[config.mk]
export PLATFORM = sky130hd
export DESIGN_NAME = tdm_mf_sync
export DESIGN_NICKNAME = d
export VERILOG_FILES = /design/src/rtl/tdm_mf_sync.sv
export SDC_FILE = /design/constraint.sdc
export NUM_CORES = 1
export LEC_CHECK = 0
export ABC_AREA = 1
export BUFFER_PORTS_ARGS = -buffer_cell sky130_fd_sc_hd__buf_4
export CAP_MARGIN = 20
export CELL_PAD_IN_SITES_DETAIL_PLACEMENT = 1
export CELL_PAD_IN_SITES_GLOBAL_PLACEMENT = 1
export CORE_ASPECT_RATIO = 1.75
export CORE_MARGIN = 3
export CORE_UTILIZATION = 37
export DETAILED_ROUTE_END_ITERATION = 8
export PLACE_DENSITY_LB_ADDON = 0.1
export SLEW_MARGIN = 15
export SYNTH_ARGS = -nofsm -noshare
export SYNTH_HDL_FRONTEND = slang
export SYNTH_SLANG_ARGS = --single-unit
export TNS_END_PERCENT = 100
[constraint.sdc]
create_clock -name clk -period 5.3 [get_ports clk]
set_clock_uncertainty 0.2 [all_clocks]
set_input_delay 0.795 -clock clk [delete_from_list [all_inputs] [get_ports clk]]
set_output_delay 0.795 -clock clk [all_outputs]
set_load 0.03 [all_outputs]
[src/rtl/tdm_mf_sync.sv]
module tdm_mf_sync (
  input  logic       clk,
  input  logic       rst_n,
  input  logic [1:0] mode_sel,
  input  logic       sync_dir_in,
  input  logic       sync_is_mf,
  input  logic       sync_i,
  output logic       sync_o,
  output logic       sync_oe,
  input  logic       sig_i,
  output logic       sig_o,
  output logic       misalign
);
  localparam int BITW  = 8;
  localparam int FRMW  = 5;
  localparam int NSLOT = 32;
  localparam int NCAS  = 4;
  localparam logic [BITW-1:0] T1_LAST = BITW'(192);
  localparam logic [BITW-1:0] E1_LAST = BITW'(255);

  logic [1:0]                 mode_q;
  logic [BITW-1:0]            bit_q;
  logic [FRMW-1:0]            frm_q;
  logic [NSLOT-1:0][NCAS-1:0] shadow_q, cas_q;
  logic                       misalign_q;

  wire             is_t1    = ~mode_q[1];
  wire [BITW-1:0]  bit_last = is_t1 ? T1_LAST : E1_LAST;
  wire [FRMW-1:0]  frm_last = (mode_q == 2'd0) ? FRMW'(11) :
                              (mode_q == 2'd1) ? FRMW'(23) : FRMW'(15);
  wire             mode_chg = mode_sel != mode_q;
  wire             on_mark  = (bit_q == '0) && (!sync_is_mf || frm_q == '0);
  wire             realign  = sync_dir_in && sync_i && !on_mark;
  wire [BITW-1:0]  eff_bit  = realign ? '0 : bit_q;
  wire [FRMW-1:0]  eff_frm  = (realign && sync_is_mf) ? '0 : frm_q;
  wire             mf_start = (eff_bit == '0) && (eff_frm == '0);
  wire [BITW-1:0]  dpos     = is_t1 ? eff_bit - BITW'(1) : eff_bit;
  wire             cas_pos  = dpos[2] && !(is_t1 && eff_bit == '0);
  wire [4:0]       ts       = dpos[7:3];
  wire [1:0]       nb       = dpos[1:0];

  assign sync_o   = (eff_bit == '0) && (!sync_is_mf || eff_frm == '0);
  assign sync_oe  = ~sync_dir_in;
  assign sig_o    = cas_pos && cas_q[ts][nb];
  assign misalign = misalign_q;

  always_ff @(posedge clk) begin
    if (!rst_n) begin
      mode_q     <= mode_sel;
      bit_q      <= '0;
      frm_q      <= '0;
      shadow_q   <= '0;
      cas_q      <= '0;
      misalign_q <= 1'b0;
    end else if (mode_chg) begin
      mode_q   <= mode_sel;
      bit_q    <= '0;
      frm_q    <= '0;
      shadow_q <= '0;
    end else begin
      if (realign)  misalign_q <= 1'b1;
      if (mf_start) cas_q <= shadow_q;
      if (cas_pos)  shadow_q[ts][nb] <= sig_i;
      if (eff_bit == bit_last) begin
        bit_q <= '0;
        frm_q <= (eff_frm == frm_last) ? '0 : FRMW'(eff_frm + FRMW'(1));
      end else begin
        bit_q <= BITW'(eff_bit + BITW'(1));
        frm_q <= eff_frm;
      end
    end
  end

  a_r2_count_range: assert property (@(posedge clk) disable iff (!rst_n)
    (bit_q <= bit_last) && (frm_q <= frm_last));

  a_r3_single_pulse: assert property (@(posedge clk) disable iff (!rst_n)
    (sync_o && !mode_chg) |=> (!sync_o || (sync_dir_in && sync_i)));

  a_r4_realign_pos: assert property (@(posedge clk) disable iff (!rst_n)
    (realign && !mode_chg) |=> (bit_q == BITW'(1)) && misalign);

  a_r4_sticky: assert property (@(posedge clk) disable iff (!rst_n)
    misalign |=> misalign);

  a_r5_out_dir_no_flag: assert property (@(posedge clk) disable iff (!rst_n)
    (!sync_dir_in && !misalign) |=> !misalign);

  a_r7_cas_hold: assert property (@(posedge clk) disable iff (!rst_n)
    !mf_start |=> $stable(cas_q));

  a_r8_restart: assert property (@(posedge clk) disable iff (!rst_n)
    mode_chg |=> (bit_q == '0) && (frm_q == '0) && (shadow_q == '0));
endmodule

==> metrics.csv <==
stage,metric,value,unit
run_status,status,"complete, no violations",
grt,number of global-route vias before repair,11744,
worst_setup_path,Critical Path Start Type,flip-flop,
floorplanning,row cnt,87,
job,Max Cap Violations,0,
worst_setup_path,Worst Setup Path Type,reg2out,
power_and_ir_drop,Leak,5.34,nW
synthesis,synth warn,0,
detailed_routing,via/cell ratio,5.41,
worst_setup_path,Worst setup EP type,primary output,
synthesis,Gate Count Post-Synth,1741,
worst_setup_path,CP Max Fanout,33,
sta,FMAX,206,MHz
detailed_routing,vias after detailed routing,11412,
grt,initial antenna violation count,0,
layout,share of post-route cells with drive strength above 1,6.55,%
grt,grt ovf,0,
power_and_ir_drop,PD cells,377,nW/um2
floorplanning,Initial Util,37.8,%
sta,final setup fails,0,
hold_path,Hold WC Path Type,in2reg,
sta,Setup TNS Final,0,ns
clocking,Setup Buffers After CTS,0,
layout,Fill cells,4145,
clocking,Skew-Pair Late Insertion Delay,0.57,ns
synthesis,synthesized area per cell,7.04,um2
synthesis,post-synthesis sequential area ratio,44.6,%
place,DP Wirelength,26400,um
sta,Slew headroom,39.8,%
detailed_routing,DRT iter0 DRCs,603,
sta,Fin. Hold Viols,0,
clocking,Max clock buf depth,3,
floorplanning,core area,32400,um2
synthesis,"Cell Area, Synth",12300,um2
floorplanning,DIE AREA,35400,um2
sta,Max Slew Vio Count,0,
detailed_routing,first-pass iteration count of the detailed router,5,
grt,largest net degree at the start of global routing,171,
floorplanning,Die Y-Extent,247,um
detailed_routing,DRC,0,
clocking,total CTS buffers,28,
synthesis,top cell type's share of synthesized area,44.1,%
clocking,htree depth,1,
layout,Area Overhead vs Synth,10.8,%
sta,Hold WS,0.234,ns
floorplanning,x dimension of the die,144,um
place,# port buffers,11,
synthesis,"area leader, netlist",dfxtp_1,
synthesis,syn_nets,1753,
layout,diodes inserted,0,
clocking,CTS tree,done,
sta,Final Cycle Share,91.7,%
sta,crit path time final,4.86,ns
place,routability cong.,0.885,
layout,nets@finish,1705,
grt,first-pass GRT wire length,66000,um
worst_setup_path,WP data required,4.30,ns
clocking,"CTS clk-pin slew, worst paths",0.07,ns
floorplanning,# IOs,12,
power_and_ir_drop,VDD IR-drop max,0.255,mV
clocking,total clock sinks,272,
synthesis,Yosys cell types,38,
clocking,CTS Root Cell,clkbuf_16,
sta,RSZ-0062 raised after global routing,false,
synthesis,Synth area leaders,"dfxtp_1 44%, o21ai_0 10%, nand2_1 10%, a21oi_1 7.6%, nor2_1 5.5%",
detailed_routing,Routed Antenna Nets,0,
sta,Least-Margin Pin Slew,0.903,ns
synthesis,post-synthesis register bit count,272,
grt,total track usage,23.7,%
detailed_routing,wire per inst,19.9,um
worst_setup_path,"Data arrival, critical path",3.86,ns
detailed_routing,final WL,41900,um
## placed cells by master (no fill, tap or decap), types with 10 or more instances in the layout
master / instances
nand2_1: 328
buf_4: 33
o21bai_1: 17
nor3_1: 50
clkbuf_16: 28
nor2_1: 179
o311a_1: 17
inv_1: 140
clkinv_1: 10
nand3b_1: 40
dfxtp_1: 270
a21oi_1: 185
nand3_1: 79
clkbuf_8: 11
o21ai_0: 249
## registers in the layout (all words and copies together) (netlist names)
| name | cells |
|---|---|
| misalign | 1 |
| mode_q | 2 |
| bit_q | 8 |
| frm_q | 5 |
| shadow_q | 128 |
| cas_q | 128 |
## cells by family after synthesis
kind of cell               count (synthesis)  synth area share, %
and+or+nand+nor                          705                 25.0
AOI/OAI and AO/OA                        478                 20.7
adders and majority gates                  4                0.408
buffers and inverters                    272                 8.52
DFF                                      272                 44.6
xor gates and xnor gates                  10                0.776
## metal layers
layer	up-vias	share of wire, %	global-route usage, %
met5	-	0	0
met4	0	3.5	8.34
met3	71	2.5	2.63
met2	136	51	43.4
met1	5583	43	28.3
li1	5622	-	-
## area by class of cell
type / instances / area [um2] / share of cell area [%]
sequential: 272 / 5470 / 40.2
timing repair buffer: 37 / 328 / 2.41
inverter: 157 / 592 / 4.35
clock inverter: 4 / 35.0 / 0.258
tap: 400 / 500 / 3.68
clock buffer: 43 / 867 / 6.38
multi-input combinational: 1197 / 5800 / 42.7
## worst max-delay path: stages, from the launching register on
cell	delay (ns)
dfxtp_1	0.37
nor2_1	0.13
nand2_1	0.06
nor2_1	0.09
nand2_1	0.07
nand2_2	0.20
inv_1	0.10
nor2_2	0.16
inv_1	0.06
ha_1	0.19
inv_1	0.07
nor2_1	0.07
nand2_1	0.20
xnor2_4	0.16
buf_4	0.40
nand2_1	0.16
inv_2	0.08
nand2_1	0.05
nand3_1	0.08
a21oi_1	0.07
nand2_1	0.09
nor2_1	0.04
nor2_1	0.13
nor2_2	0.09
buf_4	0.17
## synth_stat cells (all sizes together)
library cell,n
a21oi,186
buf,17
clkbuf,98
clkinv,10
dfxtp,270
edfxtp,2
ha,4
inv,147
nand2,332
nand3,82
nand3b,40
nand4,4
nor2,191
nor3,52
nor4,3
o2111a,1
o211ai,1
o21ai,254
o21bai,17
o22ai,1
o311a,17
o31ai,1
or2,1
xnor2,4
xor2,6
## path summary, 6_finish.rpt
check	cells after the start	startpoint	slack, ns	to
max reg2reg	19	bit_q[1]$_SDFF_PP0_	1.53	shadow_q[62]$_SDFFE_PP0P_
min reg2reg	2	shadow_q[42]$_SDFFE_PP0P_	0.25	cas_q[42]$_SDFFE_PN0P_
max	24	bit_q[1]$_SDFF_PP0_	0.44	sig_o
min	1	mode_sel[0]	0.23	mode_q[0]$_DFFE_PP_
## where the power goes
group / total, mW / switching, mW / leakage [nW] / internal [mW]
Combinational: 0.940 / 0.683 / 2.68 / 0.257
Sequential: 2.22 / 0.0503 / 2.22 / 2.17
Clock: 1.96 / 0.846 / 0.448 / 1.12
Total: 5.13 / 1.58 / 5.34 / 3.55
## what timing repair did
action | 4_1_cts | 5_1_grt
resized for setup | 0 | 5
endpoints found under the hold margin | 0 | 0
setup endpoints to repair | 0 | 1
hold buffers | 0 | 0
## through the flow
stage / area (um2) / total power [mW] / worst slack (ns) / cells / utilization [%]
global placement: 12700 / 3.20 / 0.559 / 2063 / 39.1
CTS: 13600 / 5.19 / 0.219 / 2110 / 41.9
floorplan: 12300 / 2.88 / 1.02 / 1741 / -
global route: 13600 / 5.39 / 0.0231 / 2110 / 41.9
detailed placement: 12700 / 3.22 / 0.484 / 2063 / 39.1
finish: 13600 / 5.13 / 0.440 / 2110 / 41.9
No activity file was read; power rests on OpenSTA's default activity.
